`src/rtl/dt_pkg.sv`:
```
package dt_pkg;

    typedef enum logic {
        MODE_LOAD = 1'b0,
        MODE_EVAL = 1'b1
    } mode_e;

    typedef struct packed {
        logic take_hi;
        logic leaf;
    } verdict_t;

    // Fixed-point scale of coefficients and thresholds: two fractional bits.
    localparam int TREE_FRAC = 2;

    // Coefficient k of a node; k == n_attr is the stored threshold.
    function automatic int tree_coef(int node, int k, int n_attr);
        if (k < n_attr) return 1 << TREE_FRAC;
        if (node == 0)  return 1 << (TREE_FRAC - 1);
        if (node == 1)  return 3 << (TREE_FRAC - 1);
        return 0;
    endfunction

    // Child node address; zero marks a leaf.
    function automatic int tree_child(int node, bit hi);
        if (node == 0 && hi) return 1;
        return 0;
    endfunction

    // Class of a child; meaningful only for leaf children.
    function automatic int tree_class(int node, bit hi);
        if (node == 0) return hi ? 0 : 1;
        if (node == 1) return hi ? 1 : 2;
        return 0;
    endfunction

endpackage

```
`src/rtl/dt_attr_regs.sv`:
```
module dt_attr_regs #(
    parameter int N_ATTR = 2,
    parameter int ATTR_W = 8,
    parameter int AIDX_W = 1,
    parameter int STEP_W = 2
) (
    input  logic                     clk,
    input  logic                     rst,
    input  logic                     frozen,
    input  logic                     we,
    input  logic [AIDX_W-1:0]        widx,
    input  logic signed [ATTR_W-1:0] wdata,
    input  logic [STEP_W-1:0]        ridx,
    output logic signed [ATTR_W-1:0] rdata
);
    logic [N_ATTR-1:0][ATTR_W-1:0] slots;

    always_ff @(posedge clk) begin
        if (rst) begin
            slots <= '0;
        end else if (we && !frozen && (int'(widx) < N_ATTR)) begin
            slots[widx] <= wdata;
        end
    end

    always_comb begin
        if (int'(ridx) < N_ATTR) rdata = $signed(slots[ridx[AIDX_W-1:0]]);
        else                     rdata = '0;
    end

    AST_ATTR_FROZEN: assert property (@(posedge clk) disable iff (rst)
        frozen |=> $stable(slots));

endmodule

```
`src/rtl/dt_node_rom.sv`:
```
module dt_node_rom
    import dt_pkg::*;
#(
    parameter int N_ATTR  = 2,
    parameter int N_NODES = 2,
    parameter int COEF_W  = 8,
    parameter int NODE_W  = 1,
    parameter int CLS_W   = 2,
    parameter int STEP_W  = 2
) (
    input  logic [NODE_W-1:0]        node,
    input  logic [STEP_W-1:0]        step,
    output logic signed [COEF_W-1:0] coef,
    output logic [NODE_W-1:0]        child_hi,
    output logic [NODE_W-1:0]        child_lo,
    output logic [CLS_W-1:0]         cls_hi,
    output logic [CLS_W-1:0]         cls_lo
);
    localparam int SLICE  = N_ATTR + 1;
    localparam int DEPTH  = N_NODES * SLICE;
    localparam int ADDR_W = (DEPTH > 1) ? $clog2(DEPTH) : 1;

    logic signed [COEF_W-1:0] coef_tab [DEPTH];
    logic [NODE_W-1:0]        chi_tab  [N_NODES];
    logic [NODE_W-1:0]        clo_tab  [N_NODES];
    logic [CLS_W-1:0]         khi_tab  [N_NODES];
    logic [CLS_W-1:0]         klo_tab  [N_NODES];

    for (genvar a = 0; a < DEPTH; a++) begin : g_coef
        assign coef_tab[a] = COEF_W'(tree_coef(a / SLICE, a % SLICE, N_ATTR));
    end

    for (genvar n = 0; n < N_NODES; n++) begin : g_node
        assign chi_tab[n] = NODE_W'(tree_child(n, 1'b1));
        assign clo_tab[n] = NODE_W'(tree_child(n, 1'b0));
        assign khi_tab[n] = CLS_W'(tree_class(n, 1'b1));
        assign klo_tab[n] = CLS_W'(tree_class(n, 1'b0));
    end

    logic [ADDR_W-1:0] addr;
    assign addr = ADDR_W'(int'(node) * SLICE + int'(step));

    always_comb begin
        coef     = '0;
        child_hi = '0;
        child_lo = '0;
        cls_hi   = '0;
        cls_lo   = '0;
        if (int'(addr) < DEPTH) coef = coef_tab[addr];
        if (int'(node) < N_NODES) begin
            child_hi = chi_tab[node];
            child_lo = clo_tab[node];
            cls_hi   = khi_tab[node];
            cls_lo   = klo_tab[node];
        end
    end

endmodule

```
`src/rtl/dt_mac.sv`:
```
module dt_mac #(
    parameter int ATTR_W = 8,
    parameter int COEF_W = 8,
    parameter int ACC_W  = 18
) (
    input  logic                     clk,
    input  logic                     rst,
    input  logic                     clear,
    input  logic                     en,
    input  logic signed [ATTR_W-1:0] attr,
    input  logic signed [COEF_W-1:0] coef,
    output logic                     ge
);
    localparam int PROD_W = ATTR_W + COEF_W;

    logic signed [PROD_W-1:0] prod;
    logic signed [ACC_W-1:0]  acc;
    logic signed [ACC_W-1:0]  thr;

    assign prod = attr * coef;
    assign thr  = ACC_W'(coef);
    assign ge   = (acc >= thr);

    always_ff @(posedge clk) begin
        if (rst || clear) acc <= '0;
        else if (en)      acc <= acc + ACC_W'(prod);
    end

    AST_ACC_CLEARED: assert property (@(posedge clk) disable iff (rst)
        clear |=> (acc == '0));

endmodule

```
`src/rtl/dt_ctrl.sv`:
```
module dt_ctrl
    import dt_pkg::*;
#(
    parameter int N_ATTR = 2,
    parameter int NODE_W = 1,
    parameter int CLS_W  = 2,
    parameter int STEP_W = 2
) (
    input  logic              clk,
    input  logic              rst,
    input  logic              start,
    input  logic              ge,
    input  logic [NODE_W-1:0] child_hi,
    input  logic [NODE_W-1:0] child_lo,
    input  logic [CLS_W-1:0]  cls_hi,
    input  logic [CLS_W-1:0]  cls_lo,
    output mode_e             mode,
    output logic [NODE_W-1:0] node,
    output logic [STEP_W-1:0] step,
    output logic              mac_clear,
    output logic              mac_en,
    output logic              done,
    output logic [CLS_W-1:0]  result_class
);
    localparam logic [STEP_W-1:0] LAST = STEP_W'(N_ATTR);

    verdict_t          verdict;
    logic [NODE_W-1:0] next_node;
    logic [CLS_W-1:0]  next_cls;
    logic              deciding;

    assign deciding        = (mode == MODE_EVAL) && (step == LAST);
    assign verdict.take_hi = ge;
    assign next_node       = verdict.take_hi ? child_hi : child_lo;
    assign next_cls        = verdict.take_hi ? cls_hi : cls_lo;
    assign verdict.leaf    = (next_node == '0);

    assign mac_clear = (mode == MODE_LOAD) || deciding;
    assign mac_en    = (mode == MODE_EVAL) && !deciding;

    always_ff @(posedge clk) begin
        if (rst) begin
            mode         <= MODE_LOAD;
            node         <= '0;
            step         <= '0;
            done         <= 1'b0;
            result_class <= '0;
        end else begin
            done <= 1'b0;
            unique case (mode)
                MODE_LOAD: begin
                    if (start) begin
                        mode <= MODE_EVAL;
                        node <= '0;
                        step <= '0;
                    end
                end
                MODE_EVAL: begin
                    if (!deciding) begin
                        step <= step + 1'b1;
                    end else if (verdict.leaf) begin
                        done         <= 1'b1;
                        result_class <= next_cls;
                        mode         <= MODE_LOAD;
                        step         <= '0;
                    end else begin
                        node <= next_node;
                        step <= '0;
                    end
                end
                default: mode <= MODE_LOAD;
            endcase
        end
    end

    AST_DONE_ONE_CYCLE: assert property (@(posedge clk) disable iff (rst)
        done |=> !done);
    AST_DONE_IN_LOAD: assert property (@(posedge clk) disable iff (rst)
        done |-> (mode == MODE_LOAD));
    AST_STEP_RANGE: assert property (@(posedge clk) disable iff (rst)
        step <= LAST);
    AST_ROOT_ENTRY: assert property (@(posedge clk) disable iff (rst)
        (mode == MODE_LOAD && start) |=> (mode == MODE_EVAL && node == '0 && step == '0));
    AST_START_IGNORED: assert property (@(posedge clk) disable iff (rst)
        (mode == MODE_EVAL && !deciding) |=> (mode == MODE_EVAL));
    AST_CLASS_HELD: assert property (@(posedge clk) disable iff (rst)
        !done |-> $stable(result_class));

endmodule

```
`src/rtl/dt_seq_classifier.sv`:
```
module dt_seq_classifier
    import dt_pkg::*;
#(
    parameter int N_ATTR  = 2,
    parameter int N_NODES = 2,
    parameter int ATTR_W  = 8,
    parameter int COEF_W  = 8,
    parameter int CLS_W   = 2,
    parameter int AIDX_W  = (N_ATTR > 1) ? $clog2(N_ATTR) : 1
) (
    input  logic                     clk,
    input  logic                     rst,
    input  logic                     attr_we,
    input  logic [AIDX_W-1:0]        attr_idx,
    input  logic signed [ATTR_W-1:0] attr_data,
    input  logic                     start,
    output logic                     done,
    output logic [CLS_W-1:0]         result_class
);
    localparam int NODE_W = (N_NODES > 1) ? $clog2(N_NODES) : 1;
    localparam int STEP_W = $clog2(N_ATTR + 1);
    localparam int ACC_W  = ATTR_W + COEF_W + $clog2(N_ATTR + 1) + 1;

    mode_e                    mode;
    logic [NODE_W-1:0]        node;
    logic [STEP_W-1:0]        step;
    logic                     mac_clear;
    logic                     mac_en;
    logic                     ge;
    logic signed [ATTR_W-1:0] attr_rd;
    logic signed [COEF_W-1:0] coef;
    logic [NODE_W-1:0]        child_hi;
    logic [NODE_W-1:0]        child_lo;
    logic [CLS_W-1:0]         cls_hi;
    logic [CLS_W-1:0]         cls_lo;

    dt_attr_regs #(
        .N_ATTR(N_ATTR), .ATTR_W(ATTR_W), .AIDX_W(AIDX_W), .STEP_W(STEP_W)
    ) u_attr (
        .clk(clk), .rst(rst), .frozen(mode == MODE_EVAL),
        .we(attr_we), .widx(attr_idx), .wdata(attr_data),
        .ridx(step), .rdata(attr_rd)
    );

    dt_node_rom #(
        .N_ATTR(N_ATTR), .N_NODES(N_NODES), .COEF_W(COEF_W),
        .NODE_W(NODE_W), .CLS_W(CLS_W), .STEP_W(STEP_W)
    ) u_rom (
        .node(node), .step(step), .coef(coef),
        .child_hi(child_hi), .child_lo(child_lo),
        .cls_hi(cls_hi), .cls_lo(cls_lo)
    );

    dt_mac #(
        .ATTR_W(ATTR_W), .COEF_W(COEF_W), .ACC_W(ACC_W)
    ) u_mac (
        .clk(clk), .rst(rst), .clear(mac_clear), .en(mac_en),
        .attr(attr_rd), .coef(coef), .ge(ge)
    );

    dt_ctrl #(
        .N_ATTR(N_ATTR), .NODE_W(NODE_W), .CLS_W(CLS_W), .STEP_W(STEP_W)
    ) u_ctrl (
        .clk(clk), .rst(rst), .start(start), .ge(ge),
        .child_hi(child_hi), .child_lo(child_lo),
        .cls_hi(cls_hi), .cls_lo(cls_lo),
        .mode(mode), .node(node), .step(step),
        .mac_clear(mac_clear), .mac_en(mac_en),
        .done(done), .result_class(result_class)
    );

    AST_RESET_QUIET: assert property (@(posedge clk)
        rst |=> (!done && result_class == '0));

endmodule

```
`config.mk`:
```
export PLATFORM = sky130hd
export DESIGN_NAME = dt_seq_classifier
export DESIGN_NICKNAME = d
export VERILOG_FILES = /design/src/rtl/dt_pkg.sv /design/src/rtl/dt_attr_regs.sv /design/src/rtl/dt_node_rom.sv /design/src/rtl/dt_mac.sv /design/src/rtl/dt_ctrl.sv /design/src/rtl/dt_seq_classifier.sv
export SDC_FILE = /design/constraint.sdc
export NUM_CORES = 1
export LEC_CHECK = 0
export BUFFER_PORTS_ARGS = -buffer_cell sky130_fd_sc_hd__buf_4
export CELL_PAD_IN_SITES_DETAIL_PLACEMENT = 0
export CELL_PAD_IN_SITES_GLOBAL_PLACEMENT = 1
export CORE_MARGIN = 10
export CORE_UTILIZATION = 50
export CTS_BUF_LIST = sky130_fd_sc_hd__clkbuf_4 sky130_fd_sc_hd__clkbuf_8
export DETAILED_ROUTE_END_ITERATION = 7
export PLACE_DENSITY = 0.91
export SLEW_MARGIN = 20
export SYNTH_ARGS = -nofsm -noshare
export SYNTH_HDL_FRONTEND = slang
export SYNTH_SLANG_ARGS = --single-unit
```
`constraint.sdc`:
```
create_clock -name clk -period 6.4 [get_ports clk]
set_input_delay 0 -clock clk [delete_from_list [all_inputs] [get_ports clk]]
set_output_delay 0 -clock clk [all_outputs]
set_load 0.01 [all_outputs]
```
### After elaboration in Yosys (flattened, before gate mapping)

Memory sizes are Yosys's and may differ from the RTL's.
Cells that the tools add are included.

* output and inout bits: 3
* bits in registers: 42
* memories kept: 1
* bits in writable memories: 0
* memory bits (read-only): 64
* latch bits: 0

Memories
* (no name shown): words 8, width 8, rd ports 1, clocked after Yosys merged registers in 0, write ports 0, line dt_node_rom.sv:49 `if (int'(addr) < DEPTH) coef = coef_tab[addr];`

* muxes and demuxes: 34
* eq/ne operators: 4
* reductions and logical operators: 11
* order comparisons: 8
* bitwise gates (word level): 5
* multiply operators: 2
* $add $sub $neg: 3
* div/mod/pow operators: 0
* shift operators: 0

Operator list (count)
* 8-bit two-way mux: 7
* 19-bit by 16-bit adder with 19-bit output: 1
* 19-bit by 8-bit >= comparator with 1-bit output: 1
* 16-bit bitwise mux: 1
* 8-bit by 8-bit multiplier with 16-bit output: 1
* 2-bit two-way mux: 8
* 1-bit two-way mux: 14
* 8-bit demux with 1-bit select: 1
* 2-bit inequality test, second input constant: 3
* 3-bit AND reduction: 2
* 4-bit >= comparator, second input constant: 1
* 1-bit logical AND: 4
* 1-bit by 2-bit < comparator with 1-bit output, second input constant: 2
* 3-bit inverter with 4-bit output: 1
* 1-bit case mux with 2 select lines: 2
* 2-bit case mux with 2 select lines: 1
* 3-bit adder: 1
* 3-bit < comparator, second input constant: 1
* 1-bit by 2-bit multiplier with 3-bit output, second input constant: 1
* 1-bit inverter: 3
* 3-bit OR reduction: 1
* 2-bit by 1-bit adder with 2-bit output, second input constant: 1
* 2-bit equality test, second input constant: 1
* 2-bit >= comparator, second input constant: 1
* other kinds (5): 7

### Longest topological paths before layout

* depth after elaboration: 12
* gate-level depth with buffers: 18
* depth with buffers taken out: 18

### Hierarchy

A second synthesis with hierarchy kept.

* cells, all modules: 615
* area total of the unflattened synthesis: 5793.1 µm²

Modules (own cells, without submodules)
* dt_mac: times used 1, area each 4544.4 µm², cells each 481
* dt_attr_regs: times used 1, area each 792.0 µm², cells each 80
* dt_ctrl: times used 1, area each 302.8 µm², cells each 34
* dt_node_rom: times used 1, area each 153.9 µm², cells each 20

### Worst setup path after synthesis

Ideal clock, no wire load.

* path kind: register to register
* from: register u_ctrl.node
* to: register u_mac.acc[18]
* buffers on the path: 0
* setup slack: 1581 ps
* data required time: 6328 ps
* arrival time: 4748 ps
* period minus slack after synthesis: 4819 ps
* stages on the path, launching flop included: 19
* setup time: 72 ps
* path through: dfxtp_1 > ha_1 > fa_1 > nor2b_1 > a22oi_2 > nor3_1 > ha_1 > ha_1 > ha_1 > inv_1 > fa_1 > inv_1 > ha_1 > fa_1 > a211o_1 > a21oi_1 > a21oi_1 > or3_1 > mux2i_1

* longest elaborated chain between the ends: 9

Ends and longest elaborated chain
* start, declared: line dt_ctrl.sv:18 `output logic [NODE_W-1:0] node,`
* start signal, assigned: line dt_ctrl.sv:67 `node <= next_node;`
* 1-bit by 2-bit multiplier with 3-bit output *: line dt_node_rom.sv:41 `assign addr = ADDR_W'(int'(node) * SLICE + int'(step));`
* 3-bit adder *: line dt_node_rom.sv:41
* 3-bit inverter with 4-bit output (implied by the code): line dt_node_rom.sv:49
* memory read 8 x 8 bit
* 8-bit two-way mux (implied by the code) (2 in a row): line dt_node_rom.sv:49
* 8-bit two-way mux *: line dt_node_rom.sv:49
* 8-bit by 8-bit multiplier with 16-bit output *: line dt_mac.sv:20 `assign prod = attr * coef;`
* 19-bit by 16-bit adder with 19-bit output *: line dt_mac.sv:26 `else if (en) acc <= acc + ACC_W'(prod);`
* end signal, assigned: line dt_mac.sv:26
* end, declared: line dt_mac.sv:17 `logic signed [ACC_W-1:0] acc;`

Mark *: on every way between the ends. The rest lies on a longest branch, timed or not. The select of a mux whose other input is x is not followed.
A chain may end at the register's enable or synchronous reset.

### Worst setup path after layout

Same ends and word-level chain as after synthesis.

==> implementation parameters <==
Parameter                              Value

Status
  Outcome    completed

Timing
  Final hold violation count    0
  Worst-case hold slack    0.0498 ns
  Final slew viol count    0
  Final-layout setup total negative slack    0 ns
  Period utilisation layout    between 80% and 90%
  Final setup skew    a little under 0.01 ns
  Finish-stage setup viols    0
  Unrepaired setup endpoints after global routing    no
  Transition time at the pin with the least slew margin    1.05 ns
  Peak Freq    around 180 MHz
  Min Clock Period, post-route    5.43 ns
  Worst Slack Setup Final    around 1 ns
  Relative slew margins    30.1%

Cells and area
  Share of cells above drive strength 1    between 6 and 7%
  Share of the core filled with cells    58.1%
  Cell area after layout    3990 um2
  Sequential Area    821 um2
  Nets    524
  Area Growth Syn to Fin    11.9%
  Count of fill cells added during filler insertion    622
  Multi-input logic area    2440 um2
  Antenna diode instance count    0

Worst setup path
  CP endpoint    u_mac.acc[18]
  Critical Path Source    u_ctrl.node
  Worst reg-to-reg path cell count    17
  RR Endpoint    u_mac.acc[18]
  Slowest library cell on the worst path    sky130_fd_sc_hd__nor2_1
  CP cell instances    ha_1 > fa_1 > nor2b_1 > a22oi_2 > nor2_1 > ha_1 > ha_1 > ha_1 > inv_1 > fa_1 > inv_1 > ha_1 > a21oi_1 > o21ai_0 > o41a_1 > or3_1 > mux2i_1
  Endpoint class of the critical path    register
  FF-to-FF Start    u_ctrl.node
  Top fanout value on the critical path    10
  Slowest cell delay on critical path    0.69 ns
  Type of element launching the critical path    register
  Required time reported for the critical path endpoint    approximately 6.6 ns
  Type of the worst setup path    register to register
  R2r setup slk    0.97 ns
  Cell repeated most along the worst path    sky130_fd_sc_hd__ha_1
  Data arrival time of the critical path    approximately 5.7 ns

Place
  Post-detailed-placement half-perimeter wirelength    about 5.4 mm
  Routability Congestion    just over 0.8
  Area of placed instances    about 3800 um2
  Post-placement worst setup slack    just over 1 ns
  Port Buffers    15

Synthesis
  Number of synthesis warnings    0
  Count of state elements after synthesis    ~40
  Largest cells by area after synthesis    sky130_fd_sc_hd__ha_1 (23%), sky130_fd_sc_hd__dfxtp_1 (23%), sky130_fd_sc_hd__fa_1 (9.6%), sky130_fd_sc_hd__mux2i_1 (7.9%), sky130_fd_sc_hd__inv_1 (7.2%)
  Post-Syn Nets    500
  Yosys cell types    43
  Largest area contributor in the netlist    sky130_fd_sc_hd__ha_1
  Post-synthesis cell count    ~400
  Top cell types by occurrence after synthesis    sky130_fd_sc_hd__inv_1 (68), sky130_fd_sc_hd__ha_1 (66), sky130_fd_sc_hd__dfxtp_1 (41)
  Post-Syn Area    3560 um2
  Cell with the most instances after synthesis    sky130_fd_sc_hd__inv_1
  Share of synthesized area occupied by flip-flops and latches    23.0%
  Post-synth EDFFs    0
  Share of flip-flops with an asynchronous set or reset    0%
  Dominant register cell in the synthesized netlist    sky130_fd_sc_hd__dfxtp_1
  Share of the synthesized area in the top cell type    23.2%
  Average cell area after synthesis    8.82 um2

Die
  Die Area    10900 um2
  Row count    30
  Top-level port count    16
  Total core area    6870 um2
  Initial cell density of the core    51.9%
  Die Span X    104 um
  Die outline height    104 um

GRT
  Maximum number of pins on one net before global-route repair    26
  Via count of the first global-routing pass    2741
  Number of antenna violations at the first check in global routing    0
  Total overflow reported by the global router    0
  GRT Overall Usage    13.1%
  Global-route wire length before repair    12.3 mm

Detailed routing
  Total number of vias    ~2.7k
  Total routed wirelength    between 6 and 7 mm
  Per-cell via count in the routed design    5.16
  Number of remaining DRC errors    0
  Avg WL per Cell    roughly 13 um
  Number of nets still failing antenna checks after routing    0
  Initial DRC count    102
  Number of iterations in the first detailed-routing pass    4

Power
  Power per unit of standard cell area    145 nW/um2
  Leakage dissipation    2.07 nW
  Peak supply drop    166 uV

Clock network
  TritonCTS clock tree    done
  TritonCTS buffer count    5
  H-tree levels    2
  Worst skew pair latency    0.30 ns
  CTS sink count    41
  Clk Tree Root Cell    sky130_fd_sc_hd__clkbuf_8
  Max clock buf depth    2
  CTS clock-pin slew for the worst setup and hold paths    ~0.090 ns

Run
  Number of max-cap violations    0

Worst hold path
  Worst min-delay path category    input port to register
## registers in the layout, indices dropped and copies added (netlist names)
signal               flops
u_attr.slots            16
u_ctrl.done              1
u_ctrl.mode              1
u_ctrl.node              1
u_ctrl.result_class      2
u_ctrl.step              2
u_mac.acc               18
## metrics by stage
step | cells | total power, mW
finish | 525 | 0.578
floorplan | 404 | 0.340
global placement | 508 | 0.362
detailed placement | 508 | 0.365
global route | 525 | 0.607
CTS | 525 | 0.583
## where the power goes
| part | internal (mW) | switching (mW) |
|---|---|---|
| Sequential | 0.263 | 0.00528 |
| Combinational | 0.0426 | 0.0529 |
| Clock | 0.117 | 0.0982 |
## how the worst min path moves through the flow
stage	start	to	depth (start not counted)
finish	rst	u_ctrl.result_class[1]	2
global route	rst	u_attr.slots[9]	2
CTS	rst	u_ctrl.result_class[0]	2
detailed placement	attr_data[6]	u_attr.slots[14]	3
global placement	attr_data[4]	u_attr.slots[12]	3
floorplan	attr_data[2]	u_attr.slots[10]	2
## per-layer routing
| metal | global-route usage, % | up-vias | wire, um |
|---|---|---|---|
| met4 | 4.08 | 0 | 122 |
| met1 | 16.0 | 1256 | 3190 |
| met3 | 2.17 | 10 | 149 |
| met5 | 0 | - | 0 |
| met2 | 22.8 | 32 | 3470 |
| li1 | - | 1410 | - |
## worst max-delay path: cells and delay by family (launching register included)
kind | cells | cell delay (ns)
AND/OR/NAND/NOR | 3 | 1.21
multiplexers | 1 | 0.12
AO/OA/AOI/OAI | 4 | 0.97
flip-flops | 1 | 0.45
buffers and inverters | 2 | 0.09
adder cells (fa/ha/maj) | 7 | 2.52
## kinds of logic (layout without fill, tap and decap cells)
kind of cell	after synthesis	after routing	share of synthesized area [%]
adder cells (fa/ha/maj)	83	83	32.7
XOR/XNOR	11	11	2.70
flip-flops	41	41	23.0
AO/OA/AOI/OAI	49	49	8.99
buffers and inverters	79	104	8.36
multiplexers	30	30	8.60
AND/OR/NAND/NOR	111	111	15.6
## cells in the final DEF (no fill, tap or decap), types with 4 or more instances in the layout
cell type,count
sky130_fd_sc_hd__xor2_1,4
sky130_fd_sc_hd__a211oi_1,4
sky130_fd_sc_hd__xnor2_1,7
sky130_fd_sc_hd__inv_1,68
sky130_fd_sc_hd__a21o_1,5
sky130_fd_sc_hd__mux2i_1,28
sky130_fd_sc_hd__nor3_1,24
sky130_fd_sc_hd__dfxtp_1,41
sky130_fd_sc_hd__a21oi_1,18
sky130_fd_sc_hd__clkbuf_8,5
sky130_fd_sc_hd__or4_1,4
sky130_fd_sc_hd__fa_1,17
sky130_fd_sc_hd__dlygate4sd3_1,9
sky130_fd_sc_hd__and3_1,4
sky130_fd_sc_hd__nor2_1,38
sky130_fd_sc_hd__ha_1,66
sky130_fd_sc_hd__and2_1,7
sky130_fd_sc_hd__nor3b_1,4
sky130_fd_sc_hd__o21ai_0,8
sky130_fd_sc_hd__nand2_1,10
sky130_fd_sc_hd__nand3_1,4
sky130_fd_sc_hd__buf_4,19
## cell type report
type                    instances  share of cell area, %
multi-input cells             284                   61.3
flip-flops and latches         41                   20.6
inverters                      68                   6.40
repair buffers                 28                   5.83
well taps                      96                   3.01
clock buffers                   5                   1.73
clock inverters                 3                   1.16
## repair_timing
item | in CTS | in global routing
buffers inserted | 0 | 0
hold buffers | 9 | 0
gates resized for setup | 0 | 0
hold endpoints to repair | 17 | 0
(Power assumes the default switching activity.)
